File: src/rtl/lcdt_pkg.sv
`timescale 1ns/1ps
package lcdt_pkg;
   // pixel clocks per shift group, as a power of two
   localparam int GROUP_SH = 3;
   // offsets of the line pulse edges past the end of the blank field
   localparam int LP_RISE_OFS = 4;
   localparam int LP_FALL_OFS = 13;
   // frame pulse window around the line pulse falling edge
   localparam int FR_SETUP = 13;
   localparam int FR_HOLD  = 4;
   // phase inside a group at which a byte is requested
   localparam logic [GROUP_SH-1:0] FETCH_PH = 3'd2;
   // groups added to the blank field
   localparam int BLANK_EXTRA = 4;

   function automatic int max_line_len(input int ww, input int nw);
      return ((1 << ww) << GROUP_SH) + (((1 << nw) + BLANK_EXTRA - 1) << GROUP_SH);
   endfunction
endpackage

File: src/rtl/lcdt_hcount.sv
`timescale 1ns/1ps
module lcdt_hcount
   import lcdt_pkg::*;
#(
   parameter int WW = 7,
   parameter int NW = 5,
   parameter int HW = 11,
   parameter int MOD_DLY = 3
) (
   input  logic          clk,
   input  logic          rst,
   input  logic [WW-1:0] cfg_width,
   input  logic [NW-1:0] cfg_blank,
   input  logic          mask,
   output logic          line_end,
   output logic          fetch,
   output logic          blank_tick,
   output logic          shift_c,
   output logic          line_c,
   output logic          frame_win,
   output logic          mod_hit
);
   logic [HW-1:0]       hcnt;
   logic [WW-1:0]       w_q;
   logic [NW-1:0]       n_q;
   logic [HW-1:0]       act_end, blank_len, nd, line_last;
   logic [HW-1:0]       lp_rise, lp_fall, fr_on, fr_off, mod_at;
   logic [GROUP_SH-1:0] phase;
   logic                act;

   always_comb begin
      act_end   = (HW'(w_q) + HW'(1)) << GROUP_SH;
      blank_len = (HW'(n_q) + HW'(BLANK_EXTRA)) << GROUP_SH;
      nd        = HW'(n_q) << GROUP_SH;
      line_last = act_end + blank_len - HW'(1);
      lp_rise   = act_end + nd + HW'(LP_RISE_OFS);
      lp_fall   = act_end + nd + HW'(LP_FALL_OFS);
      fr_on     = lp_fall - HW'(FR_SETUP);
      fr_off    = lp_fall + HW'(FR_HOLD);
      mod_at    = lp_rise + HW'(MOD_DLY - 1);
   end

   assign phase      = hcnt[GROUP_SH-1:0];
   assign act        = hcnt < act_end;
   assign line_end   = hcnt == line_last;
   assign fetch      = act && (phase == FETCH_PH);
   assign blank_tick = !act && (phase == FETCH_PH);
   assign shift_c    = (act || !mask) && hcnt[GROUP_SH-1];
   assign line_c     = (hcnt >= lp_rise) && (hcnt < lp_fall);
   assign frame_win  = (hcnt >= fr_on) && (hcnt < fr_off);
   assign mod_hit    = hcnt == mod_at;

   // geometry fields are captured only at a line boundary
   always_ff @(posedge clk) begin
      if (rst) begin
         hcnt <= '0;
         w_q  <= cfg_width;
         n_q  <= cfg_blank;
      end else if (line_end) begin
         hcnt <= '0;
         w_q  <= cfg_width;
         n_q  <= cfg_blank;
      end else begin
         hcnt <= hcnt + HW'(1);
      end
   end
endmodule

File: src/rtl/lcdt_vcount.sv
`timescale 1ns/1ps
module lcdt_vcount #(
   parameter int LW = 9
) (
   input  logic          clk,
   input  logic          rst,
   input  logic          line_end,
   input  logic [LW-1:0] cfg_lines,
   input  logic          frame_win,
   input  logic          mod_hit,
   output logic          frame_c,
   output logic          mod_i
);
   logic [LW-1:0] vcnt;
   logic          last_line;

   assign last_line = vcnt >= cfg_lines;
   assign frame_c   = last_line && frame_win;

   always_ff @(posedge clk) begin
      if (rst) begin
         vcnt  <= '0;
         mod_i <= 1'b0;
      end else begin
         if (line_end) vcnt <= last_line ? '0 : vcnt + LW'(1);
         if (last_line && mod_hit) mod_i <= ~mod_i;
      end
   end
endmodule

File: src/rtl/lcdt_fetch.sv
`timescale 1ns/1ps
module lcdt_fetch #(
   parameter int DW = 8
) (
   input  logic          clk,
   input  logic          rst,
   input  logic          fetch,
   input  logic          blank_tick,
   input  logic [DW-1:0] pix_data,
   input  logic          pix_valid,
   output logic          pix_ready,
   output logic [DW-1:0] data_q,
   output logic          underflow
);
   assign pix_ready = fetch;

   always_ff @(posedge clk) begin
      if (rst) begin
         data_q    <= '0;
         underflow <= 1'b0;
      end else if (fetch) begin
         data_q <= pix_valid ? pix_data : '0;
         if (!pix_valid) underflow <= 1'b1;
      end else if (blank_tick) begin
         data_q <= '0;
      end
   end
endmodule

File: src/rtl/lcd_panel_timer.sv
`timescale 1ns/1ps
module lcd_panel_timer
   import lcdt_pkg::*;
#(
   parameter int WW      = 7,
   parameter int NW      = 5,
   parameter int LW      = 9,
   parameter int DW      = 8,
   parameter int MOD_DLY = 3,
   parameter bit REG_OUT = 1'b1
) (
   input  logic          clk,
   input  logic          rst,
   input  logic [WW-1:0] cfg_width,
   input  logic [NW-1:0] cfg_blank,
   input  logic [LW-1:0] cfg_lines,
   input  logic          cfg_mask_shift,
   input  logic [DW-1:0] pix_data,
   input  logic          pix_valid,
   output logic          pix_ready,
   output logic          lcd_frame,
   output logic          lcd_line,
   output logic          lcd_shift,
   output logic          lcd_mod,
   output logic [DW-1:0] lcd_data,
   output logic          underflow
);
   localparam int HW = $clog2(max_line_len(WW, NW));

   if (WW < 1 || WW > 10) begin : g_bad_ww
      $error("lcd_panel_timer: WW out of range");
   end
   if (NW < 1 || NW > 8) begin : g_bad_nw
      $error("lcd_panel_timer: NW out of range");
   end
   if (LW < 1 || DW < 1) begin : g_bad_w
      $error("lcd_panel_timer: LW and DW must be positive");
   end
   if (MOD_DLY < 1 || MOD_DLY > LP_FALL_OFS - LP_RISE_OFS - 1) begin : g_bad_mod
      $error("lcd_panel_timer: MOD_DLY must fall inside the line pulse");
   end

   logic          line_end, fetch, blank_tick, shift_c, line_c, frame_win, mod_hit;
   logic          frame_c, mod_i;
   logic [DW-1:0] data_i;

   lcdt_hcount #(.WW(WW), .NW(NW), .HW(HW), .MOD_DLY(MOD_DLY)) u_h (
      .clk        (clk),
      .rst        (rst),
      .cfg_width  (cfg_width),
      .cfg_blank  (cfg_blank),
      .mask       (cfg_mask_shift),
      .line_end   (line_end),
      .fetch      (fetch),
      .blank_tick (blank_tick),
      .shift_c    (shift_c),
      .line_c     (line_c),
      .frame_win  (frame_win),
      .mod_hit    (mod_hit)
   );

   lcdt_vcount #(.LW(LW)) u_v (
      .clk       (clk),
      .rst       (rst),
      .line_end  (line_end),
      .cfg_lines (cfg_lines),
      .frame_win (frame_win),
      .mod_hit   (mod_hit),
      .frame_c   (frame_c),
      .mod_i     (mod_i)
   );

   lcdt_fetch #(.DW(DW)) u_f (
      .clk        (clk),
      .rst        (rst),
      .fetch      (fetch),
      .blank_tick (blank_tick),
      .pix_data   (pix_data),
      .pix_valid  (pix_valid),
      .pix_ready  (pix_ready),
      .data_q     (data_i),
      .underflow  (underflow)
   );

   // all panel signals share one path so their relative timing is fixed
   if (REG_OUT) begin : g_reg_out
      always_ff @(posedge clk) begin
         if (rst) begin
            lcd_frame <= 1'b0;
            lcd_line  <= 1'b0;
            lcd_shift <= 1'b0;
            lcd_mod   <= 1'b0;
            lcd_data  <= '0;
         end else begin
            lcd_frame <= frame_c;
            lcd_line  <= line_c;
            lcd_shift <= shift_c;
            lcd_mod   <= mod_i;
            lcd_data  <= data_i;
         end
      end
   end else begin : g_comb_out
      assign lcd_frame = frame_c && !rst;
      assign lcd_line  = line_c && !rst;
      assign lcd_shift = shift_c && !rst;
      assign lcd_mod   = mod_i;
      assign lcd_data  = data_i;
   end
endmodule

File: config.mk
export PLATFORM = sky130hd
export DESIGN_NAME = lcd_panel_timer
export DESIGN_NICKNAME = d
export VERILOG_FILES = /design/src/rtl/lcdt_pkg.sv /design/src/rtl/lcdt_hcount.sv /design/src/rtl/lcdt_vcount.sv /design/src/rtl/lcdt_fetch.sv /design/src/rtl/lcd_panel_timer.sv
export SDC_FILE = /design/constraint.sdc
export NUM_CORES = 1
export LEC_CHECK = 0
export ABC_AREA = 1
export BUFFER_PORTS_ARGS = -buffer_cell sky130_fd_sc_hd__buf_4
export CORE_AREA = 2 2 142 144
export CTS_BUF_LIST = sky130_fd_sc_hd__clkbuf_8
export CTS_CLUSTER_SIZE = 10
export DETAILED_ROUTE_END_ITERATION = 12
export DIE_AREA = 0 0 144 146
export SYNTH_ARGS = -nofsm -noshare
export SYNTH_HDL_FRONTEND = slang
export SYNTH_SLANG_ARGS = --single-unit
File: constraint.sdc
create_clock -name clk -period 4.7 [get_ports clk]
set_clock_uncertainty 0.05 [all_clocks]
set_input_delay 0.47 -clock clk [delete_from_list [all_inputs] [get_ports clk]]
set_output_delay 0.47 -clock clk [all_outputs]
set_load 0.1 [all_outputs]
==> flow_summary.json <==
{
  "status": "finished, final reports clean",
  "final-seq-area_sq_um": 1200,
  "syn_inst": 661,
  "wl_per_cell_um": 11.5,
  "start_util": 0.247,
  "slowest_stage": "ha_1",
  "dp_cells": 968,
  "drt_first_pass_iters": 4,
  "die_h_um": 146,
  "grt_max_degree": 27,
  "fin_nets": 816,
  "fin_cells": 976,
  "die_w_um": 144,
  "antenna_cells": 0,
  "cts-hold-fix-buffers": 0,
  "synth_top_area_cell": "ha_1",
  "min_period_over_period": 0.839,
  "rows": 51,
  "drtAntennaViolNets": 0,
  "synthTopCellsByArea": "ha_1, dfxtp_1, nand2_1",
  "yosysUniqueCellTypes": 44,
  "tightest_slew_ns": 0.558,
  "end_kind": "register",
  "tns_ns": 0,
  "syn2layout_area_growth_pct": 15.6,
  "clock.fmax_ghz": 0.254,
  "clock_latency_ns": 0.33,
  "viasPerCell": 4.27,
  "crit_arrival_ns": 4.17,
  "root_buffer": "clkbuf_8",
  "critPathBufInv": 1,
  "post_cts_buffers": 0,
  "die_area_sq_um": 21000,
  "final_common_cell": "nand2_1",
  "grt_first_pass_wirelength_um": 19100,
  "syn-num-nets": 767,
  "portBuffers": 46,
  "core_sq_um": 19300,
  "ctsLongestPathBuffers": 2,
  "synth-async-reset-ratio": 0,
  "wirelength_um": 11200,
  "clkSlewWorstSetupHoldPaths_ns": 0.11,
  "peakVddDrop_mv": 0.164,
  "antenna_found_initial": 0,
  "hpwl_um": 9140,
  "yosysWarnings": 0,
  "grt_pass1_vias": 4044,
  "synth_edf_count": 12,
  "h-tree-depth": 2,
  "criticalPathCategory": "register to register",
  "cts_tree": "built",
  "syn_avg_cell_area_sq_um": 7.23,
  "cts_resized": 0,
  "startpoint_type": "register",
  "io_pins": 47,
  "clkSinkCount": 54,
  "fill_cells": 2115,
  "yosysTopAreaCellShare": 0.186,
  "critPathTopFamily": "simple AND/OR/NAND/NOR gates",
  "cp_cell_sequence": "ha_1 -> xor2_1 -> ha_1 -> nand3_1 -> nand3b_1 -> nand2_4 -> nor2_1 -> nand2_2 -> nor2_1 -> nand2_1 -> xor2_2 -> inv_2 -> nand2_1 -> nand2_1 -> ha_1 -> a21oi_1 -> o21ai_0 -> a21oi_1 -> nand4_1 -> nor2_1",
  "setup_viol": 0,
  "cp.required_ns": 4.93,
  "gp_congestion": 0.836,
  "cp_slowest_stage_delay_ns": 0.62,
  "drt_iter0_drc": 158,
  "drv_cap": 0,
  "grt_overflow_total": 0,
  "synthesis.area_sq_um": 4780,
  "maxSlewViolCount": 0,
  "power_leakage_nw": 2.64,
  "ys.flop_type": "dfxtp_1",
  "grt_usage": 0.113,
  "power_mw": 1.33,
  "period_needed_ns": 3.94,
  "final_cell_mix": "nand2_1, inv_1, ha_1",
  "min_path_type": "primary input to register",
  "cts-buffers-inserted": 5,
  "hold_viol_final": 0,
  "place_area_sq_um": 5430,
  "rsz0062_at_grt": "no",
  "path_max_fanout": 10,
  "drive_gt1_frac": 0.153,
  "final_cell_area_sq_um": 5520,
  "vias": 4171,
  "ys_seq_area_frac": 0.251,
  "slew_headroom": 0.627,
  "multi_input_area_sq_um": 3120,
  "remaining_drc_errors": 0,
  "ys_seq_elements": 54,
  "p_per_area_nw_per_um2": 240
}
## stage by stage
stage / setup WS (ns) / util / hold WS (ns)
after global placement: 0.834 / 0.281 / 0.355
final: 0.757 / 0.286 / 0.257
after global routing: 0.300 / 0.286 / 0.234
after CTS: 0.758 / 0.286 / 0.242
after detailed placement: 0.770 / 0.281 / 0.361
after floorplan: 1.28 / - / 0.350
## final timing paths
kind            endpoint  cells past startpoint          start  slack [ns]
max            lcd_frame                     20     u_h.w_q[0]        0.76
max reg2reg    lcd_frame                     20     u_h.w_q[0]        0.76
min reg2reg  lcd_data[5]                      2  u_f.data_q[5]        0.35
min           u_h.w_q[1]                      1   cfg_width[1]        0.26
## area by class of cell
| type | count | area share |
|---|---|---|
| clock buffers | 5 | 0.0125 |
| clock inverters | 3 | 0.00476 |
| inverters | 113 | 0.0777 |
| multi-input cells | 490 | 0.565 |
| flip-flops and latches | 54 | 0.217 |
| well taps | 265 | 0.0600 |
| repair buffers | 46 | 0.0625 |
## state kept, by name (all words and copies together), names as in the netlist
register	count
u_f.data_q	8
u_h.n_q	5
lcd_frame	1
lcd_data	8
lcd_shift	1
lcd_mod	1
u_v.mod_i	1
u_h.w_q	7
lcd_line	1
u_h.hcnt	11
u_f.underflow	1
u_v.vcnt	9
## worst reg2reg max path, cell delays in order (launching register included)
cell and delay [ns]:
edfxtp_1 0.53, ha_1 0.32, xor2_1 0.20, ha_1 0.62, nand3_1 0.18, nand3b_1 0.19
nand2_4 0.10, nor2_1 0.12, nand2_2 0.11, nor2_1 0.12, nand2_1 0.09, xor2_2 0.21
inv_2 0.07, nand2_1 0.07, nand2_1 0.05, ha_1 0.28, a21oi_1 0.14, o21ai_0 0.10
a21oi_1 0.14, nand4_1 0.11, nor2_1 0.11
## routing by layer
layer | wire (um) | track usage
met1 | 5410 | 0.143
met2 | 5250 | 0.193
met3 | 382 | 0.0214
met4 | 167 | 0.0314
met5 | 0 | 0
## kinds of logic (layout without fill, tap and decap cells)
group                      Yosys count  count (layout)  share of synthesized area
buffers and inverters              117             167                     0.0953
and+or+nand+nor                    329             329                      0.329
DFF                                 54              54                      0.251
adders and majority gates           73              73                      0.194
AOI/OAI and AO/OA                   64              64                     0.0752
xor gates and xnor gates            24              24                     0.0550
## cell usage after synthesis (all sizes together) (3+ instances only)
cell,number
nand2,165
inv,113
nor2,75
ha,71
nand3,50
dfxtp,42
a21oi,40
xor2,18
o21ai,17
nand4,16
edfxtp,12
nor3,10
xnor2,6
nand3b,5
nor4,3
## power breakdown
| part | internal (mW) | total [mW] | switching (mW) |
|---|---|---|---|
| combinational | 0.198 | 0.542 | 0.344 |
| clock | 0.110 | 0.287 | 0.177 |
| sequential | 0.487 | 0.497 | 0.0103 |
| total | 0.795 | 1.33 | 0.531 |
No activity file was read; power rests on OpenSTA's default activity.
